--- src/rtl/pa_pkg.sv ---
package pa_pkg;
  typedef enum logic {
    PA_EVENT = 1'b0,
    PA_GATED = 1'b1
  } pa_mode_e;

  localparam int unsigned FLAG_OVF  = 0;
  localparam int unsigned FLAG_EDGE = 1;
  localparam int unsigned FLAG_N    = 2;
endpackage

--- src/rtl/pa_sync.sv ---
module pa_sync #(
  parameter int unsigned STAGES = 2
) (
  input  logic clk_i,
  input  logic rst_ni,
  input  logic pin_i,
  output logic lvl_o,
  output logic rise_o,
  output logic fall_o
);
  logic [STAGES-1:0] sr_q;
  logic              prev_q;

  always_ff @(posedge clk_i or negedge rst_ni) begin
    if (!rst_ni) begin
      sr_q   <= '0;
      prev_q <= 1'b0;
    end else begin
      sr_q   <= {sr_q[STAGES-2:0], pin_i};
      prev_q <= sr_q[STAGES-1];
    end
  end

  assign lvl_o  = sr_q[STAGES-1];
  assign rise_o = lvl_o & ~prev_q;
  assign fall_o = ~lvl_o & prev_q;

  // an edge is reported for one cycle only
  assert_rise_single_R3: assert property (@(posedge clk_i) disable iff (!rst_ni)
    rise_o |=> !rise_o);
  assert_fall_single_R6: assert property (@(posedge clk_i) disable iff (!rst_ni)
    fall_o |=> !fall_o);
endmodule

--- src/rtl/pa_prescale.sv ---
module pa_prescale #(
  parameter int unsigned DIV = 64
) (
  input  logic clk_i,
  input  logic rst_ni,
  output logic tick_o
);
  generate
    if (DIV <= 1) begin : g_nodiv
      assign tick_o = 1'b1;
    end else begin : g_div
      localparam int unsigned DW = $clog2(DIV);
      localparam logic [DW-1:0] LAST = DW'(DIV - 1);
      logic [DW-1:0] div_q;

      always_ff @(posedge clk_i or negedge rst_ni) begin
        if (!rst_ni)            div_q <= '0;
        else if (div_q == LAST) div_q <= '0;
        else                    div_q <= div_q + DW'(1);
      end

      assign tick_o = (div_q == LAST);

      assert_tick_gap_R4: assert property (@(posedge clk_i) disable iff (!rst_ni)
        tick_o |=> !tick_o);
    end
  endgenerate
endmodule

--- src/rtl/pa_counter.sv ---
module pa_counter #(
  parameter int unsigned W = 8
) (
  input  logic         clk_i,
  input  logic         rst_ni,
  input  logic         wr_i,
  input  logic [W-1:0] wr_data_i,
  input  logic         inc_i,
  output logic [W-1:0] cnt_o,
  output logic         ovf_o
);
  localparam logic [W-1:0] MAXV = {W{1'b1}};
  logic [W-1:0] cnt_q;

  // software write outranks the increment
  always_ff @(posedge clk_i or negedge rst_ni) begin
    if (!rst_ni)    cnt_q <= '0;
    else if (wr_i)  cnt_q <= wr_data_i;
    else if (inc_i) cnt_q <= cnt_q + W'(1);
  end

  assign cnt_o = cnt_q;
  assign ovf_o = inc_i & ~wr_i & (cnt_q == MAXV);

  assert_write_load_R2: assert property (@(posedge clk_i) disable iff (!rst_ni)
    wr_i |=> cnt_o == $past(wr_data_i));
  assert_step_R3: assert property (@(posedge clk_i) disable iff (!rst_ni)
    (inc_i && !wr_i) |=> cnt_o == $past(cnt_o) + W'(1));
  assert_hold_R10: assert property (@(posedge clk_i) disable iff (!rst_ni)
    (!inc_i && !wr_i) |=> $stable(cnt_o));
  assert_no_ovf_on_write_R9: assert property (@(posedge clk_i) disable iff (!rst_ni)
    wr_i |-> !ovf_o);
endmodule

--- src/rtl/pa_flags.sv ---
module pa_flags #(
  parameter int unsigned N = 2
) (
  input  logic         clk_i,
  input  logic         rst_ni,
  input  logic [N-1:0] set_i,
  input  logic [N-1:0] clr_i,
  input  logic [N-1:0] ie_i,
  output logic [N-1:0] flag_o,
  output logic [N-1:0] irq_o
);
  logic [N-1:0] flag_q;

  // set wins over a same-cycle clear
  always_ff @(posedge clk_i or negedge rst_ni) begin
    if (!rst_ni) flag_q <= '0;
    else         flag_q <= (flag_q & ~clr_i) | set_i;
  end

  assign flag_o = flag_q;
  assign irq_o  = flag_q & ie_i;

  generate
    for (genvar i = 0; i < N; i++) begin : g_chk
      assert_set_wins_R8: assert property (@(posedge clk_i) disable iff (!rst_ni)
        set_i[i] |=> flag_o[i]);
      assert_clear_R8: assert property (@(posedge clk_i) disable iff (!rst_ni)
        (clr_i[i] && !set_i[i]) |=> !flag_o[i]);
      assert_sticky_R8: assert property (@(posedge clk_i) disable iff (!rst_ni)
        (!clr_i[i] && flag_o[i]) |=> flag_o[i]);
    end
  endgenerate
endmodule

--- src/rtl/pulse_acc.sv ---
module pulse_acc
  import pa_pkg::*;
#(
  parameter int unsigned CNT_W       = 8,
  parameter int unsigned GATE_DIV    = 64,
  parameter int unsigned SYNC_STAGES = 2
) (
  input  logic             clk_i,
  input  logic             rst_ni,
  input  logic             pin_i,
  input  logic             en_i,
  input  logic             mode_i,
  input  logic             pol_i,
  input  logic             ovf_ie_i,
  input  logic             edge_ie_i,
  input  logic             cnt_wr_i,
  input  logic [CNT_W-1:0] cnt_wdata_i,
  input  logic             flag_clr_i,
  input  logic [1:0]       flag_wdata_i,
  output logic [CNT_W-1:0] cnt_o,
  output logic             ovf_flag_o,
  output logic             edge_flag_o,
  output logic             ovf_irq_o,
  output logic             edge_irq_o
);
  pa_mode_e mode;
  logic lvl, rise, fall, tick;
  logic gate_on, lead_edge, trail_edge;
  logic inc, ovf_evt, edge_evt;
  logic [FLAG_N-1:0] set_v, clr_v, ie_v, flag_v, irq_v;

  assign mode = pa_mode_e'(mode_i);

  pa_sync #(.STAGES(SYNC_STAGES)) u_sync (
    .clk_i (clk_i),
    .rst_ni(rst_ni),
    .pin_i (pin_i),
    .lvl_o (lvl),
    .rise_o(rise),
    .fall_o(fall)
  );

  pa_prescale #(.DIV(GATE_DIV)) u_presc (
    .clk_i (clk_i),
    .rst_ni(rst_ni),
    .tick_o(tick)
  );

  // polarity folds edge and level selection into one bit
  assign gate_on    = lvl ^ pol_i;
  assign lead_edge  = pol_i ? fall : rise;
  assign trail_edge = pol_i ? rise : fall;

  always_comb begin
    inc      = 1'b0;
    edge_evt = 1'b0;
    if (en_i) begin
      unique case (mode)
        PA_EVENT: begin
          inc      = lead_edge;
          edge_evt = lead_edge;
        end
        PA_GATED: begin
          inc      = tick & gate_on;
          edge_evt = trail_edge;
        end
        default: ;
      endcase
    end
  end

  pa_counter #(.W(CNT_W)) u_cnt (
    .clk_i    (clk_i),
    .rst_ni   (rst_ni),
    .wr_i     (cnt_wr_i),
    .wr_data_i(cnt_wdata_i),
    .inc_i    (inc),
    .cnt_o    (cnt_o),
    .ovf_o    (ovf_evt)
  );

  always_comb begin
    set_v = '0;
    ie_v  = '0;
    set_v[FLAG_OVF]  = ovf_evt;
    set_v[FLAG_EDGE] = edge_evt;
    ie_v[FLAG_OVF]   = ovf_ie_i;
    ie_v[FLAG_EDGE]  = edge_ie_i;
    clr_v = flag_clr_i ? flag_wdata_i : '0;
  end

  pa_flags #(.N(FLAG_N)) u_flags (
    .clk_i (clk_i),
    .rst_ni(rst_ni),
    .set_i (set_v),
    .clr_i (clr_v),
    .ie_i  (ie_v),
    .flag_o(flag_v),
    .irq_o (irq_v)
  );

  assign ovf_flag_o  = flag_v[FLAG_OVF];
  assign edge_flag_o = flag_v[FLAG_EDGE];
  assign ovf_irq_o   = irq_v[FLAG_OVF];
  assign edge_irq_o  = irq_v[FLAG_EDGE];

  assert_off_no_flags_R10: assert property (@(posedge clk_i) disable iff (!rst_ni)
    (!en_i && !flag_clr_i) |=> $stable({ovf_flag_o, edge_flag_o}));
  assert_off_no_count_R10: assert property (@(posedge clk_i) disable iff (!rst_ni)
    (!en_i && !cnt_wr_i) |=> $stable(cnt_o));
  assert_ovf_wrap_R5: assert property (@(posedge clk_i) disable iff (!rst_ni)
    ovf_evt |=> (cnt_o == '0) && ovf_flag_o);
endmodule

--- config.mk ---
export PLATFORM = sky130hd
export DESIGN_NAME = pulse_acc
export DESIGN_NICKNAME = d
export VERILOG_FILES = /design/src/rtl/pa_pkg.sv /design/src/rtl/pa_sync.sv /design/src/rtl/pa_prescale.sv /design/src/rtl/pa_counter.sv /design/src/rtl/pa_flags.sv /design/src/rtl/pulse_acc.sv
export SDC_FILE = /design/constraint.sdc
export NUM_CORES = 1
export LEC_CHECK = 0
export BUFFER_PORTS_ARGS = -buffer_cell sky130_fd_sc_hd__buf_2
export CAP_MARGIN = 30
export CELL_PAD_IN_SITES_DETAIL_PLACEMENT = 0
export CELL_PAD_IN_SITES_GLOBAL_PLACEMENT = 1
export CORE_MARGIN = 4
export CORE_UTILIZATION = 39
export CTS_CLUSTER_SIZE = 16
export DETAILED_ROUTE_END_ITERATION = 12
export PLACE_DENSITY_LB_ADDON = 0.2
export SLEW_MARGIN = 25
export SYNTH_ARGS = -nofsm -noshare
export SYNTH_HDL_FRONTEND = slang
export SYNTH_SLANG_ARGS = --single-unit
export TNS_END_PERCENT = 50
--- constraint.sdc ---
create_clock -name clk_i -period 3.1 [get_ports clk_i]
set_input_delay 0.93 -clock clk_i [delete_from_list [all_inputs] [get_ports clk_i]]
set_output_delay 0.93 -clock clk_i [all_outputs]
set_load 0.05 [all_outputs]
==> out/summary.txt <==
status - finished clean
DIE AREA - 3430 µm²
CTS sink cnt - 19
Final GP Congestion - 0.798
CP Launch Type - input port
CP Class - in -> out
Worst VDD drop - 0.271 mV
Layout Nets - 156
commonest non-fill, non-tap cell in the layout - buf_2
syn_nets - 122
Syn Area/Cell - 9.98 µm²
root buffer cell - clkbuf_4
Leak Pwr - 0.540 nW
Yosys reg bits - 19
Worst-Skew Late Latency - 0.31 ns
crit path max fanout - 1
Post-route DRC - 0
pwr dens - 446 nW/µm²
min cycle time layout - 2.29 ns
data arrival time of the critical path - 1.36 ns
Cell Rows - 18
clock buffer depth - 2
Clock Skew - 0.0108 ns
Achievable Freq - 437 MHz
Pins Over Slew Limit - 0
CP endpoint kind - output pin
# setup viols final - 0
total CTS buffers - 3
vias - 818
Final Hold Vio Count - 0
port buffer count - 31
Post-Synthesis Cell Area - 998 µm²
DRT Pass-1 Iters - 4
reg2reg setup slack - 1.29 ns
worst rel slew slack - 70.7%
global route overflow - 0
# diodes - 0
period utilisation layout - 73.9%
clk slew on worst S/H paths - 0.12 ns
Area Growth Syn to Fin - 20.8%
H-tree Lvls - 1
vias per inst - 5.02
Design Area, Final - 1210 µm²
vias in the first global route - 705
Max Used Layer - met4
dpl hpwl - 1.53 mm
Seq/Total Area, Yosys - 47.6%
fillers - 243
Initial Util - 40.7%
IO Pins - 32
cell depth of the worst hold path - 0
placed cell areas - 1180 µm²
global-route usage over all layers - 12.5%
buffer count from post-CTS setup fixing - 0
first-pass GRT wire length - 3.24 mm
initial antenna violation count - 0
met2 wire length - 853 µm
setup TNS - 0 ns
Required @ worst endpoint - 2.17 ns
CTS tree - done
RSZ-0062 raised after global routing - false
hold-fix buffers at CTS - 0
Die Span Y - 58.6 µm
Routed WL - 2.02 mm
Post-CTS Resized - 0
Initial DRC Count - 12
Ys Warns - 0
Hold Path Class - reg -> reg
Max-cap violations - 0
Least-Margin Pin Slew - 0.439 ns
Avg WL per Cell - 12.4 µm
cells after synthesis - 100
Antenna Nets Post-Route - 0
Die X-Extent - 58.6 µm
met3 routed WL - 136 µm
layout cells sized above 1 - 30.1%
Post-Route M1 WL - 983 µm
Cell variety after synth - 26
core footprint - 2450 µm²
largest net degree at the start of global routing - 20
Register-to-Register Path Depth - 6
most frequent cells in the layout - buf_2, dfrtp_1, nand2_1
logic make-up after synthesis:
kind of cell    after synthesis  synth area share, %
xor+xnor                     12                 10.5
flops                        19                 47.6
compound gates               18                 11.8
buf+inv                       4                 2.26
simple gates                 43                 22.7
fa+ha+maj                     2                 2.51
mux                           2                 2.63
state kept, by name, indices dropped and copies added (netlist names):
name	flops
u_cnt.cnt_o	8
u_sync.prev_q	1
u_presc.g_div.div_q	6
u_flags.flag_o	2
u_sync.sr_q	2
worst paths after layout:
path	from	endpoint
worst max-delay path	ovf_ie_i	ovf_irq_o
worst max register to register	u_presc.g_div.div_q[0]	u_cnt.cnt_o[1]
worst min register to register	u_sync.sr_q[0]	u_sync.sr_q[1]
max in group asynchronous	rst_ni	u_cnt.cnt_o[4]
min in group asynchronous	rst_ni	u_sync.sr_q[1]
worst min-delay path	u_sync.sr_q[0]	u_sync.sr_q[1]
critical path: stages:
cell	delay (ns)
buf_2	0.09
and2_1	0.13
buf_2	0.20
per-layer routing:
layer,global-route usage [%],vias up
li1,-,417
met4,7.77,0
met3,1.97,4
met1,18.4,375
met2,16.9,22
met5,0,-
per-stage QoR:
| stage | cells | util [%] | power [mW] | worst slack (ns) | hold slack, ns |
|---|---|---|---|---|---|
| 6_report | 163 | 49.1 | 0.538 | 0.809 | 0.365 |
| 5_1_grt | 163 | 49.1 | 0.574 | 0.795 | 0.399 |
| 4_1_cts | 163 | 49.1 | 0.549 | 0.807 | 0.368 |
| 3_5_place_dp | 159 | 47.9 | 0.410 | 0.768 | 0.338 |
| 3_3_place_gp | 159 | 47.9 | 0.409 | 0.798 | 0.335 |
| 2_1_floorplan | 100 | - | 0.370 | 0.828 | 0.331 |
synthesized netlist by cell type, drive strengths merged:
| master | instances | area, µm² |
|---|---|---|
| a21oi | 1 | 5.00 |
| ha | 2 | 25.0 |
| a22o | 1 | 8.76 |
| a311oi | 2 | 17.5 |
| nand4 | 3 | 18.8 |
| mux2 | 2 | 26.3 |
| nand4bb | 1 | 11.3 |
| xnor2 | 2 | 17.5 |
| inv | 2 | 7.51 |
| o21ai | 11 | 66.3 |
| nor2 | 5 | 18.8 |
| nand4b | 1 | 8.76 |
| dfrtp | 19 | 475 |
| nand2 | 16 | 60.1 |
| clkbuf | 1 | 3.75 |
| nand3 | 12 | 77.6 |
| nor2b | 2 | 12.5 |
| buf | 1 | 11.3 |
| xor2 | 10 | 87.6 |
| o31ai | 1 | 7.51 |
| and2 | 3 | 18.8 |
| a31oi | 2 | 12.5 |
report_power, final:
| part | switching, mW | internal (mW) | total [mW] |
|---|---|---|---|
| Clock | 0.0837 | 0.0492 | 0.133 |
| Combinational | 0.0879 | 0.0397 | 0.128 |
| Sequential | 0.0149 | 0.262 | 0.277 |
| Total | 0.187 | 0.351 | 0.538 |
layout make-up:
cell class	instances	area [µm²]	area share (%)
tap	30	37.5	3.11
multi-input combinational	77	500	41.5
timing repair buffer	31	155	12.9
sequential	19	475	39.4
clock inverter	1	7.51	0.622
inverter	2	7.51	0.622
clock buffer	3	22.5	1.87
No activity file was read; power rests on OpenSTA's default activity.
